**config.mk**
```make
export PLATFORM = sky130hd
export DESIGN_NAME = flash_cmd_guard
export DESIGN_NICKNAME = d
export VERILOG_FILES = /design/src/rtl/fcg_pkg.sv /design/src/rtl/fcg_strobe_edge.sv /design/src/rtl/fcg_id_mux.sv /design/src/rtl/fcg_seq_fsm.sv /design/src/rtl/flash_cmd_guard.sv
export SDC_FILE = /design/constraint.sdc
export NUM_CORES = 1
export LEC_CHECK = 0
export BUFFER_PORTS_ARGS = -buffer_cell sky130_fd_sc_hd__buf_4
export CELL_PAD_IN_SITES_DETAIL_PLACEMENT = 2
export CELL_PAD_IN_SITES_GLOBAL_PLACEMENT = 2
export CORE_MARGIN = 1.5
export CORE_UTILIZATION = 26
export DETAILED_ROUTE_END_ITERATION = 16
export HOLD_SLACK_MARGIN = 0.1
export PLACE_DENSITY_LB_ADDON = 0.1
export SYNTH_ARGS = -nofsm -noshare
export SYNTH_HDL_FRONTEND = slang
export SYNTH_HIERARCHICAL = 1
export SYNTH_SLANG_ARGS = --single-unit
```
**constraint.sdc**
```tcl
create_clock -name clk -period 4 [get_ports clk]
set_input_delay 0.4 -clock clk [delete_from_list [all_inputs] [get_ports clk]]
set_output_delay 0.4 -clock clk [all_outputs]
set_load 0.02 [all_outputs]
```
**src/rtl/fcg_pkg.sv**
```systemverilog
package fcg_pkg;

    localparam int CMD_AW = 15;

    localparam logic [CMD_AW-1:0] UNLK_ADDR_A = 15'h5555;
    localparam logic [CMD_AW-1:0] UNLK_ADDR_B = 15'h2AAA;
    localparam logic [7:0] UNLK_DATA_A = 8'hAA;
    localparam logic [7:0] UNLK_DATA_B = 8'h55;

    localparam logic [7:0] OP_PROGRAM  = 8'hA0;
    localparam logic [7:0] OP_ERASE    = 8'h80;
    localparam logic [7:0] OP_ID_ENTER = 8'h90;
    localparam logic [7:0] OP_ID_EXIT  = 8'hF0;
    localparam logic [7:0] OP_CHIP_ER  = 8'h10;
    localparam logic [7:0] OP_SECT_ER  = 8'h30;

    localparam logic [7:0] MAKER_CODE = 8'hBF;

    typedef enum logic [2:0] {
        SQ_IDLE,
        SQ_UNLK1,
        SQ_UNLK2,
        SQ_PROG_DATA,
        SQ_ER_SETUP,
        SQ_ER_UNLK1,
        SQ_ER_UNLK2
    } seq_state_e;

    typedef struct packed {
        seq_state_e st;
        logic       id;
    } seq_ctx_t;

    function automatic logic beat_is(input logic [CMD_AW-1:0] a,
                                     input logic [7:0] d,
                                     input logic [CMD_AW-1:0] ea,
                                     input logic [7:0] ed);
        return (a == ea) && (d == ed);
    endfunction

endpackage

```
**src/rtl/fcg_strobe_edge.sv**
```systemverilog
module fcg_strobe_edge (
    input  logic clk,
    input  logic rst,
    input  logic strobe,
    output logic rise
);
    logic strobe_q;

    always_ff @(posedge clk) begin
        if (rst) strobe_q <= 1'b0;
        else     strobe_q <= strobe;
    end

    assign rise = strobe & ~strobe_q;
endmodule

```
**src/rtl/fcg_id_mux.sv**
```systemverilog
module fcg_id_mux #(
    parameter int          ADDR_W   = 17,
    parameter logic [7:0]  DEV_CODE = 8'hB5
) (
    input  logic              id_mode,
    input  logic [ADDR_W-1:0] rd_addr,
    output logic [7:0]        id_data
);
    import fcg_pkg::*;

    always_comb begin
        id_data = 8'h00;
        if (id_mode) begin
            if (rd_addr == ADDR_W'(0))      id_data = MAKER_CODE;
            else if (rd_addr == ADDR_W'(1)) id_data = DEV_CODE;
        end
    end
endmodule

```
**src/rtl/fcg_seq_fsm.sv**
```systemverilog
module fcg_seq_fsm #(
    parameter int ADDR_W = 17,
    parameter int SECT_W = 12
) (
    input  logic              clk,
    input  logic              rst,
    input  logic              fire,
    input  logic              busy,
    input  logic [ADDR_W-1:0] addr,
    input  logic [7:0]        data,
    output logic              prog_start,
    output logic [ADDR_W-1:0] prog_addr,
    output logic [7:0]        prog_data,
    output logic              erase_start,
    output logic              erase_chip,
    output logic [ADDR_W-1:0] erase_addr,
    output logic              id_mode
);
    import fcg_pkg::*;

    localparam logic [ADDR_W-1:0] SECT_MASK = ~((ADDR_W'(1) << SECT_W) - ADDR_W'(1));

    seq_ctx_t cur, nxt;
    logic do_prog, do_chip, do_sect;
    logic [CMD_AW-1:0] lo;

    assign lo = addr[CMD_AW-1:0];

    always_comb begin
        nxt     = cur;
        do_prog = 1'b0;
        do_chip = 1'b0;
        do_sect = 1'b0;
        if (fire && !busy) begin
            nxt.st = SQ_IDLE;
            nxt.id = 1'b0;
            unique case (cur.st)
                SQ_IDLE: begin
                    if (beat_is(lo, data, UNLK_ADDR_A, UNLK_DATA_A))
                        nxt = '{SQ_UNLK1, cur.id};
                end
                SQ_UNLK1: begin
                    if (beat_is(lo, data, UNLK_ADDR_B, UNLK_DATA_B))
                        nxt = '{SQ_UNLK2, cur.id};
                end
                SQ_UNLK2: begin
                    if (lo == UNLK_ADDR_A) begin
                        if (data == OP_PROGRAM && !cur.id)
                            nxt = '{SQ_PROG_DATA, 1'b0};
                        else if (data == OP_ERASE && !cur.id)
                            nxt = '{SQ_ER_SETUP, 1'b0};
                        else if (data == OP_ID_ENTER)
                            nxt = '{SQ_IDLE, 1'b1};
                    end
                end
                SQ_PROG_DATA: do_prog = 1'b1;
                SQ_ER_SETUP: begin
                    if (beat_is(lo, data, UNLK_ADDR_A, UNLK_DATA_A))
                        nxt = '{SQ_ER_UNLK1, 1'b0};
                end
                SQ_ER_UNLK1: begin
                    if (beat_is(lo, data, UNLK_ADDR_B, UNLK_DATA_B))
                        nxt = '{SQ_ER_UNLK2, 1'b0};
                end
                SQ_ER_UNLK2: begin
                    if (beat_is(lo, data, UNLK_ADDR_A, OP_CHIP_ER)) do_chip = 1'b1;
                    else if (data == OP_SECT_ER)                    do_sect = 1'b1;
                end
                default: ;
            endcase
        end
    end

    always_ff @(posedge clk) begin
        if (rst) begin
            cur         <= '{SQ_IDLE, 1'b0};
            prog_start  <= 1'b0;
            prog_addr   <= '0;
            prog_data   <= '0;
            erase_start <= 1'b0;
            erase_chip  <= 1'b0;
            erase_addr  <= '0;
        end else begin
            cur         <= nxt;
            prog_start  <= do_prog;
            erase_start <= do_chip | do_sect;
            if (do_prog) begin
                prog_addr <= addr;
                prog_data <= data;
            end
            if (do_chip) begin
                erase_chip <= 1'b1;
                erase_addr <= '0;
            end else if (do_sect) begin
                erase_chip <= 1'b0;
                erase_addr <= addr & SECT_MASK;
            end
        end
    end

    assign id_mode = cur.id;
endmodule

```
**src/rtl/flash_cmd_guard.sv**
```systemverilog
module flash_cmd_guard #(
    parameter int         ADDR_W   = 17,
    parameter int         SECT_W   = 12,
    parameter logic [7:0] DEV_CODE = 8'hB5
) (
    input  logic              clk,
    input  logic              rst,
    input  logic              wr_en,
    input  logic [ADDR_W-1:0] wr_addr,
    input  logic [7:0]        wr_data,
    input  logic              op_busy,
    input  logic [ADDR_W-1:0] rd_addr,
    output logic              prog_start,
    output logic [ADDR_W-1:0] prog_addr,
    output logic [7:0]        prog_data,
    output logic              erase_start,
    output logic              erase_chip,
    output logic [ADDR_W-1:0] erase_addr,
    output logic              id_mode,
    output logic [7:0]        id_data
);
    logic wr_fire;

    fcg_strobe_edge u_edge (
        .clk    (clk),
        .rst    (rst),
        .strobe (wr_en),
        .rise   (wr_fire)
    );

    fcg_seq_fsm #(.ADDR_W(ADDR_W), .SECT_W(SECT_W)) u_fsm (
        .clk         (clk),
        .rst         (rst),
        .fire        (wr_fire),
        .busy        (op_busy),
        .addr        (wr_addr),
        .data        (wr_data),
        .prog_start  (prog_start),
        .prog_addr   (prog_addr),
        .prog_data   (prog_data),
        .erase_start (erase_start),
        .erase_chip  (erase_chip),
        .erase_addr  (erase_addr),
        .id_mode     (id_mode)
    );

    fcg_id_mux #(.ADDR_W(ADDR_W), .DEV_CODE(DEV_CODE)) u_id (
        .id_mode (id_mode),
        .rd_addr (rd_addr),
        .id_data (id_data)
    );
endmodule

```
Yosys cells after proc, flatten, opt, wreduce, memory -nomap -nowiden
Index checks and enable logic that the tools add are counted.
{"block": "word_totals", "reg_bits": 38, "output_inout_bits": 54, "word_cells": 66}
{"block": "classes", "eq_ne": 18, "muxes": 23, "bitwise_logic": 3, "n_reduce_logical": 13}
{"op": "== test 8 bit, second input constant", "count": 4}
{"op": "two-way mux 8 bit", "count": 3}
{"op": "two-way mux 4 bit", "count": 5}
{"op": "case mux 4 bit (5 select lines)", "count": 1}
{"op": "== test 17 x 1 -> 1 bit, second input constant", "count": 1}
{"op": "logical NOT 17 bit", "count": 1}
{"op": "== test 15 x 14 -> 1 bit, second input constant", "count": 1}
{"op": "== test 15 bit, second input constant", "count": 1}
{"op": "two-way mux 1 bit", "count": 12}
{"op": "== test 3 bit, second input constant", "count": 3}
{"op": "== test 8 x 5 -> 1 bit, second input constant", "count": 1}
{"op": "== test 8 x 6 -> 1 bit, second input constant", "count": 1}
{"op": "== test 8 x 7 -> 1 bit, second input constant", "count": 1}
{"op": "== test 3 x 2 -> 1 bit, second input constant", "count": 2}
{"op": "logical AND 1 bit", "count": 6}
{"op": "!= test 2 bit, second input constant", "count": 2}
{"op": "== test 3 x 1 -> 1 bit, second input constant", "count": 1}
{"op": "logical NOT 3 bit", "count": 1}
{"op": "two-way mux 3 bit", "count": 1}
{"op": "AND reduction 3 bit", "count": 1}
{"op": "logical NOT 1 bit", "count": 2}
{"op": "two-way mux 2 bit", "count": 1}
{"op": "nonzero test 2 bit", "count": 1}
{"op": "OR reduction 2 bit", "count": 1}
{"op": "3 further kinds", "count": 3}

Longest topological paths before layout
{"block": "depth", "depth_word": 7, "mapped_depth": 8, "mapped_depth_nobuf": 6}

Hierarchy
Netlist, hierarchy kept.
{"mod": "fcg_seq_fsm", "n_inst": 1, "cells_per_inst": 172, "area_per_inst_um2": 1670.4, "seq_area_each_um2": 740.7}
{"mod": "fcg_id_mux", "n_inst": 1, "cells_per_inst": 17, "area_per_inst_um2": 106.4, "seq_area_each_um2": 0.0}
{"mod": "fcg_strobe_edge", "n_inst": 1, "cells_per_inst": 3, "area_per_inst_um2": 47.5, "seq_area_each_um2": 20.0}

Worst setup path after synthesis
No wires, ideal clock.
{"block": "synth_timing", "path_type": "input -> output", "from": "input rd_addr[15]", "to": "output id_data[2]", "t_arrival_ns": 1.779, "t_required_ns": 3.600, "slack_ns": 1.821, "stages": 4, "path_buffers": 1, "cell_sequence": "nor4_1 nand3_1 nor3_1 buf_4"}
{"block": "synth_between", "elab_chain_cells": 4, "elab_cells_between_ends": 5, "cone_classes": "1 x eq/ne; 3 x mux; 1 x reduce/logical"}
{"element": "start, declared", "line_no": "flash_cmd_guard.sv:12", "text": "input logic [ADDR_W-1:0] rd_addr,"}
{"element": "== test 17 x 1 -> 1 bit", "line_no": "fcg_id_mux.sv:15", "text": "else if (rd_addr == ADDR_W'(1)) id_data = DEV_CODE;"}
{"element": "two-way mux 8 bit", "line_no": "fcg_id_mux.sv:15"}
{"element": "two-way mux 8 bit (*)", "line_no": "fcg_id_mux.sv:14", "text": "if (rd_addr == ADDR_W'(0)) id_data = MAKER_CODE;"}
{"element": "two-way mux 8 bit (*)", "line_no": "fcg_id_mux.sv:13", "text": "if (id_mode) begin"}
{"element": "end, declared", "line_no": "flash_cmd_guard.sv:20", "text": "output logic [7:0] id_data"}
Mark *: on every way between the ends. The rest lies on a longest branch, timed or not.

Worst setup path in the final report
{"block": "layout_timing", "from": "register u_edge.strobe_q", "to": "register u_fsm.prog_addr[11]"}
{"block": "layout_between", "elab_chain_cells": 4}
{"element": "start, declared", "line_no": "fcg_strobe_edge.sv:7", "text": "logic strobe_q;"}
{"element": "start signal, assigned", "line_no": "fcg_strobe_edge.sv:11", "text": "else strobe_q <= strobe;"}
{"element": "NOT 1 bit", "line_no": "fcg_strobe_edge.sv:14", "text": "assign rise = strobe & ~strobe_q;"}
{"element": "AND 1 bit", "line_no": "fcg_strobe_edge.sv:14"}
{"element": "via wr_fire", "line_no": "flash_cmd_guard.sv:22", "text": "logic wr_fire;"}
{"element": "logical AND 1 bit", "line_no": "fcg_seq_fsm.sv:34", "text": "if (fire && !busy) begin"}
{"element": "two-way mux 1 bit", "line_no": "fcg_seq_fsm.sv:34"}
{"element": "end signal, assigned", "line_no": "fcg_seq_fsm.sv:88", "text": "prog_addr <= addr;"}
{"element": "end, declared", "line_no": "fcg_seq_fsm.sv:12", "text": "output logic [ADDR_W-1:0] prog_addr,"}
The timed path passes the listed nets, and every way through them passes these cells.
A chain may end at the register's enable or synchronous reset.

==> run metrics <==
primary flip-flop cell chosen by synthesis mapping=dfxtp_1; number of antenna-violating nets in the routed design=0; Layout Area Growth over Synthesis=41.5%; data arrival time of the worst path=2.38 ns; final sum of negative setup slack=0 ns; buffers inserted by post-CTS timing repair=0; max-slew headroom at the worst pin=around 39%; required time worst endpoint=4.18 ns; layout cell share with drive strength beyond 1=between 30% and 40%; via count of the first global-routing pass=1745; DIE HEIGHT=between 80 and 90 µm; final max-slew violation count=0; worst-case clock skew=0.00405 ns; switching fraction of total power=23.8%; clock-pin slew on the worst setup and hold paths=0.08 ns; Worst Path Max Fanout=27; number of warnings printed during yosys synthesis=6; Clock Power Share=41.3%; Routed wire per std cell=15.4 µm; synthesized area divided by synthesized cell count=9.50 µm²; number of hold-repair buffers added at the cts stage=0; die extent in x=86.8 µm; Layout fillers=around 770; number of primary I/O pins=100; count of flip-flops with a built-in enable after synthesis=0; Leak=1.37 nW; buffers added on ports=86; critical hold path startpoint=wr_en; Mapped Area=0.00182 mm²; run status=finished clean; GPL Wtd Cong=0.817; total of flip-flops plus latches after synthesis=38; CP Launch Type=register; final worst path period need=2.21 ns; first-pass GRT wire length=8.92 mm; post-synth cell types=36; worst IR drop on VDD=0.000173 V; count of cells resized by post-cts repair=0; RSZ-0062 raised after global routing=false; placeable core region=0.00679 mm²; power dissipated by switching net loads=0.190 mW; vias per inst=4.51; share of the synthesized area in the top cell type=41.7%; half-perimeter wire length of the detailed placement result=4.43 mm; synthesized instance count=192; met1 layer usage reported by global route=between 10% and 20%; DR vias=between 1500 and 2000; met3 track demand over resource in global routing=3.71%; cell internal power dissipation=0.608 mW; maximum capacitance violations=0; share of the clock period used by the worst path=between 50% and 60%; class of the most critical hold timing path=in -> reg; power density relative to cell area=309 mW/mm²; total gr overflow=0; capturing element type of the critical path=register; clock latency on the worst-skew pair=0.29 ns; diodes inserted=0; launch instance of the worst register-to-register path=u_edge/strobe_q; initial antenna violation count=0; die area=0.00753 mm²; CTS Buf Count=5; sequential share of power=48.0%; final net count=318; register area share after synthesis=41.7%; final setup fails=0; cell taking the most area after synthesis=dfxtp_1; cell at the root of the clock tree=clkbuf_8; GRT Max-Usage Layer=met2; Async S/R FF share, synth=0%; DRC viols=0; maximum number of pins on one net before global-route repair=33; number of detailed-routing iterations run before antenna repair=4; initial DRC count=27; most common library cell in the layout ignoring fill and taps=buf_4; H-tree depth=2; Fin. Hold Viols=0; Final Routed Wirelength=5.69 mm; Worst Max-Slew Pin Slew=0.910 ns; most used cells in the layout excluding fill and tap cells=buf_4, nor2_1, dfxtp_1; cell types with the largest area share after synthesis=dfxtp_1, mux2i_1, nor2_1, buf_4, nor4bb_1; overall fraction of global-route tracks in use=between 10% and 20%; Fmax achieved=453 MHz; Pwr Total=0.798 mW; Worst setup startpoint=u_edge/strobe_q; number of placement rows=30; GR Util met2=about 26%; combinational share of power=10.7%; Sink Count=38; kind of critical path=reg -> reg; starting density of the core=~27%; maximum buffer depth of the clock tree=2; CTS tree=done
cells by family (layout without fill, tap and decap cells):
kind of cell	Yosys count	in the layout	share of synthesized area, %
other cells	2	13	0.412
simple gates	88	88	29.4
buf+inv	28	98	9.67
mux	30	30	16.5
compound gates	6	6	2.40
flops	38	38	41.7
power by group through the flow:
stage                     clock network (mW)  logic (mW)  registers (mW)
after global placement                     0      0.0849           0.392
after global routing                   0.353      0.0933           0.383
after floorplan                            0      0.0431           0.391
after detailed placement                   0      0.0866           0.392
final                                  0.330      0.0855           0.383
after CTS                              0.341      0.0871           0.383
path summary, 6_finish.rpt:
kind                         endpoint  slack, ns  cells past startpoint
hold reg to reg    u_fsm/prog_data[5]       0.50                      2
setup / recovery  u_fsm/prog_addr[11]       1.79                      5
setup reg to reg  u_fsm/prog_addr[11]       1.79                      5
hold / removal        u_edge/strobe_q       0.34                      2
stage by stage:
stage / hold WS (ns) / setup slack [ns] / std cells / cell area (µm²) / utilization [%]
floorplan: 0.464 / 1.82 / 203 / 1870 / -
global placement: 0.480 / 1.62 / 361 / 2470 / 36.4
detailed placement: 0.489 / 1.58 / 361 / 2470 / 36.4
CTS: 0.332 / 1.76 / 369 / 2580 / 38.0
global route: 0.343 / 1.61 / 369 / 2580 / 38.0
finish: 0.336 / 1.79 / 369 / 2580 / 38.0
cells in the mapped netlist, drive strengths merged, types with 4 or more instances:
library cell,n
buf,21
dfxtp,38
inv,4
mux2i,30
nand2,6
nand4,4
nor2,39
nor2b,4
nor3,7
nor4,7
nor4bb,5
area by class of cell:
cell class,instances,area [µm²],area share [%]
clock buffer,7,76.3,2.96
clock inverter,1,30.0,1.16
inverter,4,15.0,0.582
multi-input combinational,137,933,36.2
sequential,38,761,29.5
tap,96,120,4.65
timing repair buffer,86,646,25.0
flip-flops by register name (all words and copies together), names as in the netlist:
name / count
u_fsm/prog_data: 8
u_fsm/prog_addr: 17
u_fsm/cur: 3
u_fsm/prog_start: 1
u_fsm/erase_addr: 5
u_fsm/erase_chip: 1
u_edge/strobe_q: 1
u_fsm/id_mode: 1
u_fsm/erase_start: 1
worst max-delay path, stage by stage (launching register included):
cell and delay (ns):
dfxtp_1 0.33, nor2b_4 0.10, nor2b_1 0.35, nand3_2 0.79, mux2i_1 0.42, nor2_1 0.07
layer usage:
metal  wire length (µm)  part of all wire [%]  vias up
met5                  0                     0        -
met4                 48                  0.84        0
met3                310                   5.4        6
met2               2750                    48       61
met1               2580                    45      801
li1                   -                     -      798
Note: power is estimated with default switching activity, not from simulation.
